**src/rtl/spi_crc_pkg.sv**
```systemverilog
package spi_crc_pkg;

   localparam int unsigned CRC_MAX_W = 32;

   typedef logic [CRC_MAX_W-1:0] crc_word_t;

   // one MSB-first division step of a width-w register
   function automatic crc_word_t crc_bit_step(input crc_word_t acc,
                                              input logic      din,
                                              input crc_word_t poly,
                                              input int unsigned w);
      crc_word_t mask;
      crc_word_t res;
      logic      fb;
      mask = (w >= CRC_MAX_W) ? '1 : ((crc_word_t'(1) << w) - 1);
      fb   = acc[w-1] ^ din;
      res  = (acc << 1) ^ (fb ? poly : '0);
      return res & mask;
   endfunction

endpackage

```
**src/rtl/crc_lfsr.sv**
```systemverilog
module crc_lfsr #(
   parameter int unsigned W        = 8,
   parameter bit          UNROLLED = 1'b1
) (
   input  logic         clk,
   input  logic         rst_n,
   input  logic         clr,
   input  logic         step,
   input  logic         bit_in,
   input  logic [W-1:0] poly,
   output logic [W-1:0] acc
);
   import spi_crc_pkg::*;

   logic [W-1:0] nxt;

   generate
      if (W < 2 || W > CRC_MAX_W) begin : g_bad_w
         $error("crc_lfsr: W out of range");
      end
      if (UNROLLED) begin : g_taps
         logic fb;
         assign fb     = acc[W-1] ^ bit_in;
         assign nxt[0] = fb & poly[0];
         for (genvar i = 1; i < W; i++) begin : g_bit
            assign nxt[i] = acc[i-1] ^ (fb & poly[i]);
         end
      end else begin : g_func
         crc_word_t wide;
         assign wide = crc_bit_step(crc_word_t'(acc), bit_in, crc_word_t'(poly), W);
         assign nxt  = wide[W-1:0];
      end
   endgenerate

   always_ff @(posedge clk or negedge rst_n) begin
      if (!rst_n)    acc <= '0;
      else if (clr)  acc <= '0;
      else if (step) acc <= nxt;
   end

   // a disabled calculator sits at zero
   a_r8_clear_zero: assert property (@(posedge clk) disable iff (!rst_n)
      clr |=> acc == '0);

   // no update without a step
   a_r1_hold_idle: assert property (@(posedge clk) disable iff (!rst_n)
      !clr && !step |=> $stable(acc));

endmodule

```
**src/rtl/spi_frame_seq.sv**
```systemverilog
module spi_frame_seq #(
   parameter int unsigned W     = 8,
   parameter int unsigned CNT_W = 8
) (
   input  logic             clk,
   input  logic             rst_n,
   input  logic             slave_mode,
   input  logic             spi_en,
   input  logic             cs_n,
   input  logic             crc_en,
   input  logic             auto_mode,
   input  logic [CNT_W-1:0] tx_count,
   input  logic             crc_next,
   input  logic             bit_tick,
   output logic             active_tick,
   output logic             calc_tick,
   output logic             bit_first,
   output logic             frame_end,
   output logic             crc_phase
);
   localparam int unsigned BC_W = $clog2(W);
   localparam logic [BC_W-1:0] LAST_BIT = BC_W'(W - 1);

   generate
      if (CNT_W < 1 || CNT_W > 16) begin : g_bad_cnt
         $error("spi_frame_seq: CNT_W out of range");
      end
   endgenerate

   logic             framing;
   logic [BC_W-1:0]  bit_cnt;
   logic [CNT_W-1:0] data_cnt;
   logic [CNT_W-1:0] data_cnt_inc;
   logic             pend_q;
   logic             count_hit;
   logic             enter_crc;

   assign framing      = spi_en && (!slave_mode || !cs_n);
   assign active_tick  = bit_tick && framing;
   assign bit_first    = (bit_cnt == '0);
   assign frame_end    = active_tick && (bit_cnt == LAST_BIT);
   assign calc_tick    = bit_tick && crc_en && !crc_phase && (slave_mode || spi_en);
   assign data_cnt_inc = data_cnt + 1'b1;
   assign count_hit    = (data_cnt_inc == tx_count);
   assign enter_crc    = frame_end && !crc_phase && crc_en &&
                         (auto_mode ? count_hit : (pend_q || crc_next));

   always_ff @(posedge clk or negedge rst_n) begin
      if (!rst_n)           bit_cnt <= '0;
      else if (!framing)    bit_cnt <= '0;
      else if (frame_end)   bit_cnt <= '0;
      else if (active_tick) bit_cnt <= bit_cnt + 1'b1;
   end

   always_ff @(posedge clk or negedge rst_n) begin
      if (!rst_n)         data_cnt <= '0;
      else if (!spi_en)   data_cnt <= '0;
      else if (frame_end) data_cnt <= crc_phase ? '0 : data_cnt_inc;
   end

   always_ff @(posedge clk or negedge rst_n) begin
      if (!rst_n)                      crc_phase <= 1'b0;
      else if (!crc_en || !spi_en)     crc_phase <= 1'b0;
      else if (frame_end && crc_phase) crc_phase <= 1'b0;
      else if (enter_crc)              crc_phase <= 1'b1;
   end

   always_ff @(posedge clk or negedge rst_n) begin
      if (!rst_n)         pend_q <= 1'b0;
      else if (!crc_en)   pend_q <= 1'b0;
      else if (enter_crc) pend_q <= 1'b0;
      else if (crc_next)  pend_q <= 1'b1;
   end

   // the CRC frame starts only right after a frame boundary
   a_r2_enter_on_boundary: assert property (@(posedge clk) disable iff (!rst_n)
      $rose(crc_phase) |-> $past(frame_end));

   // the CRC frame is exactly one frame long
   a_r2_single_crc_frame: assert property (@(posedge clk) disable iff (!rst_n)
      crc_phase && frame_end |=> !crc_phase);

   // automatic insertion only after the programmed count
   a_r3_auto_count: assert property (@(posedge clk) disable iff (!rst_n)
      $rose(crc_phase) && $past(auto_mode) |-> $past(data_cnt_inc) == $past(tx_count));

   // a disabled master does not advance its framing
   a_r10_master_frozen: assert property (@(posedge clk) disable iff (!rst_n)
      !slave_mode && !spi_en |=> bit_cnt == '0);

endmodule

```
**src/rtl/spi_tx_shift.sv**
```systemverilog
module spi_tx_shift #(
   parameter int unsigned W = 8
) (
   input  logic         clk,
   input  logic         rst_n,
   input  logic         active_tick,
   input  logic         bit_first,
   input  logic [W-1:0] load_word,
   output logic         tx_bit
);
   logic [W-1:0] shreg;

   assign tx_bit = bit_first ? load_word[W-1] : shreg[W-1];

   always_ff @(posedge clk or negedge rst_n) begin
      if (!rst_n)           shreg <= '0;
      else if (active_tick) shreg <= bit_first ? (load_word << 1) : (shreg << 1);
   end

endmodule

```
**src/rtl/spi_rx_path.sv**
```systemverilog
module spi_rx_path #(
   parameter int unsigned W = 8
) (
   input  logic         clk,
   input  logic         rst_n,
   input  logic         active_tick,
   input  logic         frame_end,
   input  logic         rx_bit,
   input  logic         crc_phase,
   input  logic         crc_en,
   input  logic [W-1:0] rx_acc,
   input  logic         rx_read,
   input  logic         err_wr,
   input  logic         err_wdata,
   output logic [W-1:0] rx_buf,
   output logic         rx_ready,
   output logic         crc_err
);
   logic [W-1:0] rx_sh;
   logic [W-1:0] rx_word;
   logic         mismatch;

   assign rx_word  = {rx_sh[W-2:0], rx_bit};
   assign mismatch = frame_end && crc_phase && crc_en && (rx_word != rx_acc);

   always_ff @(posedge clk or negedge rst_n) begin
      if (!rst_n)           rx_sh <= '0;
      else if (active_tick) rx_sh <= rx_word;
   end

   always_ff @(posedge clk or negedge rst_n) begin
      if (!rst_n)         rx_buf <= '0;
      else if (frame_end) rx_buf <= rx_word;
   end

   always_ff @(posedge clk or negedge rst_n) begin
      if (!rst_n)         rx_ready <= 1'b0;
      else if (frame_end) rx_ready <= 1'b1;
      else if (rx_read)   rx_ready <= 1'b0;
   end

   always_ff @(posedge clk or negedge rst_n) begin
      if (!rst_n)                   crc_err <= 1'b0;
      else if (mismatch)            crc_err <= 1'b1;
      else if (err_wr && !err_wdata) crc_err <= 1'b0;
   end

   // ready holds until read
   a_r5_ready_sticky: assert property (@(posedge clk) disable iff (!rst_n)
      rx_ready && !rx_read |=> rx_ready);

   // a mismatching CRC frame raises the flag
   a_r6_mismatch_flags: assert property (@(posedge clk) disable iff (!rst_n)
      frame_end && crc_phase && crc_en && (rx_word != rx_acc) |=> crc_err);

   // only a write of zero clears the flag
   a_r7_err_sticky: assert property (@(posedge clk) disable iff (!rst_n)
      crc_err && !(err_wr && !err_wdata) |=> crc_err);

endmodule

```
**src/rtl/spi_frame_crc.sv**
```systemverilog
module spi_frame_crc #(
   parameter int unsigned W        = 8,
   parameter int unsigned CNT_W    = 8,
   parameter bit          UNROLLED = 1'b1
) (
   input  logic             clk,
   input  logic             rst_n,
   input  logic             slave_mode,
   input  logic             spi_en,
   input  logic             cs_n,
   input  logic             crc_en,
   input  logic             auto_mode,
   input  logic [W-1:0]     poly,
   input  logic [CNT_W-1:0] tx_count,
   input  logic             crc_next,
   input  logic             bit_tick,
   input  logic [W-1:0]     tx_data,
   output logic             tx_bit,
   input  logic             rx_bit,
   input  logic             rx_read,
   output logic [W-1:0]     rx_buf,
   output logic             rx_ready,
   input  logic             err_wr,
   input  logic             err_wdata,
   output logic             crc_err,
   output logic             crc_frame
);
   generate
      if (W != 8 && W != 16) begin : g_bad_frame
         $error("spi_frame_crc: frame width must be 8 or 16");
      end
   endgenerate

   logic         active_tick;
   logic         calc_tick;
   logic         bit_first;
   logic         frame_end;
   logic         crc_phase;
   logic [W-1:0] tx_acc;
   logic [W-1:0] rx_acc;
   logic [W-1:0] load_word;

   assign crc_frame = crc_phase;
   assign load_word = crc_phase ? tx_acc : tx_data;

   spi_frame_seq #(.W(W), .CNT_W(CNT_W)) i_seq (
      .clk(clk), .rst_n(rst_n), .slave_mode(slave_mode), .spi_en(spi_en),
      .cs_n(cs_n), .crc_en(crc_en), .auto_mode(auto_mode), .tx_count(tx_count),
      .crc_next(crc_next), .bit_tick(bit_tick), .active_tick(active_tick),
      .calc_tick(calc_tick), .bit_first(bit_first), .frame_end(frame_end),
      .crc_phase(crc_phase)
   );

   spi_tx_shift #(.W(W)) i_tx (
      .clk(clk), .rst_n(rst_n), .active_tick(active_tick), .bit_first(bit_first),
      .load_word(load_word), .tx_bit(tx_bit)
   );

   crc_lfsr #(.W(W), .UNROLLED(UNROLLED)) i_tx_crc (
      .clk(clk), .rst_n(rst_n), .clr(!crc_en), .step(calc_tick),
      .bit_in(tx_bit), .poly(poly), .acc(tx_acc)
   );

   crc_lfsr #(.W(W), .UNROLLED(UNROLLED)) i_rx_crc (
      .clk(clk), .rst_n(rst_n), .clr(!crc_en), .step(calc_tick),
      .bit_in(rx_bit), .poly(poly), .acc(rx_acc)
   );

   spi_rx_path #(.W(W)) i_rx (
      .clk(clk), .rst_n(rst_n), .active_tick(active_tick), .frame_end(frame_end),
      .rx_bit(rx_bit), .crc_phase(crc_phase), .crc_en(crc_en), .rx_acc(rx_acc),
      .rx_read(rx_read), .err_wr(err_wr), .err_wdata(err_wdata),
      .rx_buf(rx_buf), .rx_ready(rx_ready), .crc_err(crc_err)
   );

   // the compared receive value stays frozen through the CRC frame
   a_r6_rx_frozen: assert property (@(posedge clk) disable iff (!rst_n)
      crc_phase && crc_en |=> $stable(rx_acc));

   // the transmitted CRC value is frozen while it is sent
   a_r2_tx_frozen: assert property (@(posedge clk) disable iff (!rst_n)
      crc_phase && crc_en |=> $stable(tx_acc));

   // both calculators restart from zero
   a_r8_both_zero: assert property (@(posedge clk) disable iff (!rst_n)
      !crc_en |=> (tx_acc == '0) && (rx_acc == '0));

   // a disabled master ignores ticks in its calculator
   a_r10_master_calc_idle: assert property (@(posedge clk) disable iff (!rst_n)
      !slave_mode && !spi_en && crc_en |=> $stable(rx_acc) && $stable(tx_acc));

endmodule

```
**config.mk**
```make
export PLATFORM = sky130hd
export DESIGN_NAME = spi_frame_crc
export DESIGN_NICKNAME = d
export VERILOG_FILES = /design/src/rtl/spi_crc_pkg.sv /design/src/rtl/crc_lfsr.sv /design/src/rtl/spi_frame_seq.sv /design/src/rtl/spi_tx_shift.sv /design/src/rtl/spi_rx_path.sv /design/src/rtl/spi_frame_crc.sv
export SDC_FILE = /design/constraint.sdc
export NUM_CORES = 1
export LEC_CHECK = 0
export ABC_AREA = 1
export BUFFER_PORTS_ARGS = -buffer_cell sky130_fd_sc_hd__buf_2
export CORE_MARGIN = 1.5
export CORE_UTILIZATION = 35
export DETAILED_ROUTE_END_ITERATION = 7
export GPL_TIMING_DRIVEN = 0
export PLACE_DENSITY = 0.65
export SLEW_MARGIN = 20
export SYNTH_ARGS = -nofsm -noshare
export SYNTH_HDL_FRONTEND = slang
export SYNTH_SLANG_ARGS = --single-unit
```
**constraint.sdc**
```tcl
create_clock -name clk -period 1.7 [get_ports clk]
set_input_delay 0.17 -clock clk [delete_from_list [all_inputs] [get_ports clk]]
set_output_delay 0.17 -clock clk [all_outputs]
set_load 0.03 [all_outputs]
```
# Word-level counts from Yosys, hierarchy flattened
# Cells that the tools add are included.
# classes
add_sub_neg	2
n_mul	0
n_div	0
n_lt_le_gt_ge	0
n_eq_ne	7
shifts	0
mux	24
bitwise_logic	32
n_reduce_logical	27
# op_table
cell	count
two-way mux 8 bit	9
bitwise AND 1 bit	16
bitwise XOR 1 bit	16
logical AND 1 bit	13
two-way mux 1 bit	12
two-way mux 3 bit	3
adder 8 x 1 -> 8 bit, second input constant	1
equality test 8 bit	1
!= test 8 bit	1
zero test 1 bit	6
!= test 3 x 1 -> 1 bit, second input constant	2
logical OR 1 bit	4
!= test 2 x 1 -> 1 bit, second input constant	2
nonzero test 2 bit	2
adder 3 x 1 -> 3 bit, second input constant	1
equality test 3 bit, second input constant	1
zero test 3 bit	1
nonzero test 3 bit	1
# totals
regBits	54
latchBits	0
ramBits	0
romBits	0
input_bits	37
out_inout_bits	12
word_cells	103
n_memories	0

# Longest topological paths before layout
# depth
depth_word	11
ltp_mapped	13
depth_no_buf	13

# Modules after synthesis
# A second synthesis with hierarchy kept.
# hier_totals
cells_unflattened	454
hier_area_um2	3316.9
# modules_own_cells
mod	instances	cells_each	area_per_inst_um2	seq_area_each_um2
crc_lfsr	2	68	521.8	200.2
spi_frame_seq	1	138	947.2	325.3
spi_rx_path	1	95	765.7	425.4
spi_tx_shift	1	58	451.7	175.2
spi_frame_crc	1	27	108.9	0.0

# Worst setup path before layout
# OpenSTA, ideal clock, no wires.
# synth_timing
path_kind	flip-flop to flip-flop
startpoint	register i_seq.bit_cnt[0]
endpoint	register i_tx_crc.acc[1]
setup_ns	0.126
arrival_time_ns	1.622
required_time_ns	1.574
setup_slack_ns	-0.048
path_stages_with_launch	14
path_buffers	0
synth_period_minus_slack_ns	1.748
path_cell_list	dfrtp_1 -> inv_1 -> ha_1 -> inv_1 -> nor2_1 -> inv_1 -> nand2_1 -> nand2_1 -> nand2_1 -> nand2_2 -> inv_2 -> nand3_1 -> nand3_1 -> o21ai_0
# synth_via
elab_chain_len	7
# synth_rtl
element	line_no	text
start, declared	spi_frame_seq.sv:31	logic [BC_W-1:0] bit_cnt;
start signal, assigned	spi_frame_seq.sv:52	else if (active_tick) bit_cnt <= bit_cnt + 1'b1;
zero test 3 bit	spi_frame_seq.sv:40	assign bit_first = (bit_cnt == '0);
two-way mux 1 bit	spi_tx_shift.sv:13	assign tx_bit = bit_first ? load_word[W-1] : shreg[W-1];
named net tx_bit	spi_frame_crc.sv:18	output logic tx_bit,
bitwise XOR 1 bit	crc_lfsr.sv:23	assign fb = acc[W-1] ^ bit_in;
bitwise AND 1 bit	crc_lfsr.sv:26	assign nxt[i] = acc[i-1] ^ (fb & poly[i]);
bitwise XOR 1 bit	crc_lfsr.sv:26	
two-way mux 8 bit	crc_lfsr.sv:38	else if (step) acc <= nxt;
two-way mux 8 bit	crc_lfsr.sv:37	else if (clr) acc <= '0;
end signal, assigned	crc_lfsr.sv:38	
end, declared	crc_lfsr.sv:11	output logic [W-1:0] acc
# The timed path passes the listed nets, and every way through them passes these cells. The select of a mux whose other input is x is not followed.
# A chain may end at the register's enable or synchronous reset.

# Worst setup path after layout
# layout_timing
startpoint	register i_seq.bit_cnt[0]
endpoint	output tx_bit
# layout_via
elab_chain_len	2
# layout_rtl
element	line_no
zero test 3 bit	spi_frame_seq.sv:40
two-way mux 1 bit	spi_tx_shift.sv:13
end, declared	spi_frame_crc.sv:18
# Every way passes these cells.

==> metrics.md <==
| Metric | Value |
|---|---|
| Outcome | `finished, final reports clean` |
| DP HPWL | `5060 um` |
| Total gr overflow | `0` |
| Synthesized Nets | `405` |
| Top cells by count, synth | `nand2_1, dfrtp_1, inv_1, o21ai_0, nand3_1` |
| CTS tree | `built` |
| Layout cells sized above 1 | `0.244` |
| Post-synth top area cell | `dfrtp_1` |
| Overall routing resource usage | `0.165` |
| Most used DFF post-synth | `dfrtp_1` |
| Fin util | `0.434` |
| Synthesized flop and latch total | `53` |
| MaxCap Viol Count | `0` |
| Reg2Reg Launch Point | `i_seq.bit_cnt[0]` |
| DR vias/cell | `5.00` |
| Post-Route WL | `7040 um` |
| Maximum root-to-sink buffer count | `2` |
| Pin count of the biggest net entering global routing | `54` |
| Critical path arrival | `1.51 ns` |
| Hold-critical path depth | `2` |
| P_leak | `0.00178 uW` |
| Area contributors post-synth | `dfrtp_1, nand2_1, inv_1` |
| Vias in the first global route | `2452` |
| Unrepaired setup endpoints after global routing | `true` |
| Antenna Violating Nets Remaining | `0` |
| I/O Buffers | `48` |
| Skew-Pair Late Insertion Delay | `0.31 ns` |
| Starting density of the core | `0.356` |
| Initial antenna violation count | `0` |
| Core area | `8130 um^2` |
| Top-Level Pins | `49` |
| Max-slew violations | `0` |
| Yosys cell types | `34` |
| Setup crit end kind | `output port` |
| Via count | `2677` |
| CP Max Fanout | `4` |
| P&R area growth vs syn | `21.8%` |
| ANT cells | `0` |
| Fmax | `594 MHz` |
| Wirelength per Cell | `13.2 um` |
| Die X | `94.0 um` |
| Nets | `470` |
| Global-route wire length before repair | `11400 um` |
| PnR worst setup slack | `0.0162 ns` |
| R2r setup slk | `0.04 ns` |
| Site row count | `33` |
| Post-synth EDFFs | `0` |
| CTS Root Cell | `clkbuf_8` |
| Slew HR | `0.535` |
| Worst hold start | `rx_read` |
| Gate Count Post-Synth | `364` |
| Pwr Total | `2720 uW` |
| Mapped cell area | `2900 um^2` |
| Period utilization | `0.990` |
| Sequential area share after synthesis | `0.457` |
| P per Cell Area | `769 nW/um^2` |
| Clk_skew | `0.00645 ns` |
| Setup violators final | `0` |
| Min Tclk post-route | `1.68 ns` |
| Clock-pin slew on the worst setup and hold paths | `0.11 ns` |
| FF-to-FF path depth | `13` |
| Most frequent cell after synthesis | `nand2_1` |
| Residual DRC | `0` |
| Actual slew at the worst max-slew pin | `0.697 ns` |
| Ys async rst share | `1.00` |
| Synth warn | `0` |
| Critical path class | `register to output port` |
| Post-synth top area share | `0.457` |
| DRT Pass-1 Iters | `4` |
| H-tree lvl count | `2` |
| Peak supply drop | `0.000507 V` |
| DRT iter0 DRCs | `125` |
| Chip Height | `94.0 um` |
| CP Launch Point | `i_seq.bit_cnt[0]` |
| Die area | `8840 um^2` |
| Crit start category | `register` |
| Worst Hold Class | `input pin to register` |
| Avg Synthesized Cell Area | `7.96 um^2` |
| Hold Violations, Final | `0` |
| R2R Path End | `i_tx_crc.acc[2]` |
| Worst Hold Path EP | `i_rx.rx_ready` |
| Worst slack, placed | `-0.108 ns` |
| Global placer's final weighted congestion | `0.810` |
| # clock sinks | `53` |
| CP Data Required Time | `1.53 ns` |
| CTS buffer count | `5` |
worst max-delay path: stages (launching register included):
cell and delay, ns:
dfrtp_1 0.43, inv_1 0.07, ha_2 0.17, inv_2 0.04, nor2_4 0.12, inv_2 0.06
nand2_2 0.07, nand2_2 0.09, buf_6 0.15
kinds of logic after synthesis:
| kind of cell | count (synthesis) | synth area share |
|---|---|---|
| AO/OA/AOI/OAI | 78 | 0.158 |
| adder cells (fa/ha/maj) | 4 | 0.0173 |
| buffers and inverters | 61 | 0.0859 |
| flip-flops | 53 | 0.457 |
| XOR/XNOR | 11 | 0.0332 |
| AND/OR/NAND/NOR | 157 | 0.248 |
what timing repair did:
action / CTS / global route
setup buffers: 5 / 3
pin swaps: 1 / 6
gates cloned: 0 / 1
setup endpoints to repair: 8 / 22
resized for setup: 8 / 25
hold buffers: 1 / 0
endpoints found under the hold margin: 53 / 0
worst max path at each step:
stage,slack (ns),to,depth (start not counted)
2_1_floorplan,0.05,i_tx_crc.acc[1],13
3_3_place_gp,-0.09,i_tx_crc.acc[3],13
3_5_place_dp,-0.11,i_tx_crc.acc[2],13
4_1_cts,0.001,tx_bit,8
5_1_grt,-0.13,i_tx_crc.acc[4],12
6_report,0.02,tx_bit,8
power breakdown:
group / switching, uW / internal (uW) / total [uW]
combinational: 292 / 203 / 495
sequential: 87.4 / 1360 / 1440
clock: 477 / 302 / 778
total: 856 / 1860 / 2720
final cells by class:
cell class / instances / area, um^2
inverters: 52 / 206
multi-input cells: 251 / 1410
repair buffers: 57 / 319
flip-flops and latches: 53 / 1330
well taps: 105 / 131
plain buffers: 9 / 47.5
clock buffers: 5 / 68.8
fillers: 825 / 4600
clock inverters: 3 / 25.0
layout by cell type (no fill, tap or decap), types with 10 or more instances in the layout:
master / instances
buf_2: 51
o21ai_1: 10
nand3_1: 25
inv_1: 43
a21oi_1: 13
o21ai_0: 28
o22ai_1: 12
dfrtp_1: 52
nand2_1: 91
stage by stage:
stage,hold WS (ns),cells,setup TNS [ns],area (um^2)
final,0.0332,535,0,3530
after global routing,0.0385,535,-0.700,3530
after CTS,0.0302,531,0,3440
after detailed placement,0.263,517,-0.641,3280
after global placement,0.368,517,-0.529,3270
after floorplan,-0.126,364,0,2900
sequential cells by signal, indices dropped and copies added, names as in the netlist:
signal,flops
i_rx.rx_ready,1
i_rx.rx_sh,7
i_rx.crc_err,1
i_tx_crc.acc,8
i_seq.crc_phase,1
i_seq.bit_cnt,3
i_seq.data_cnt,8
i_rx.rx_buf,8
i_seq.pend_q,1
i_tx.shreg,7
i_rx_crc.acc,8
metal layers:
layer	up-vias	share of wire	global-route usage
li1	1343	-	-
met1	1265	0.49	0.225
met2	64	0.46	0.271
met3	5	0.047	0.0316
met4	0	0.0072	0.0386
met5	-	0	0
Power figures use the tool's default switching activity.
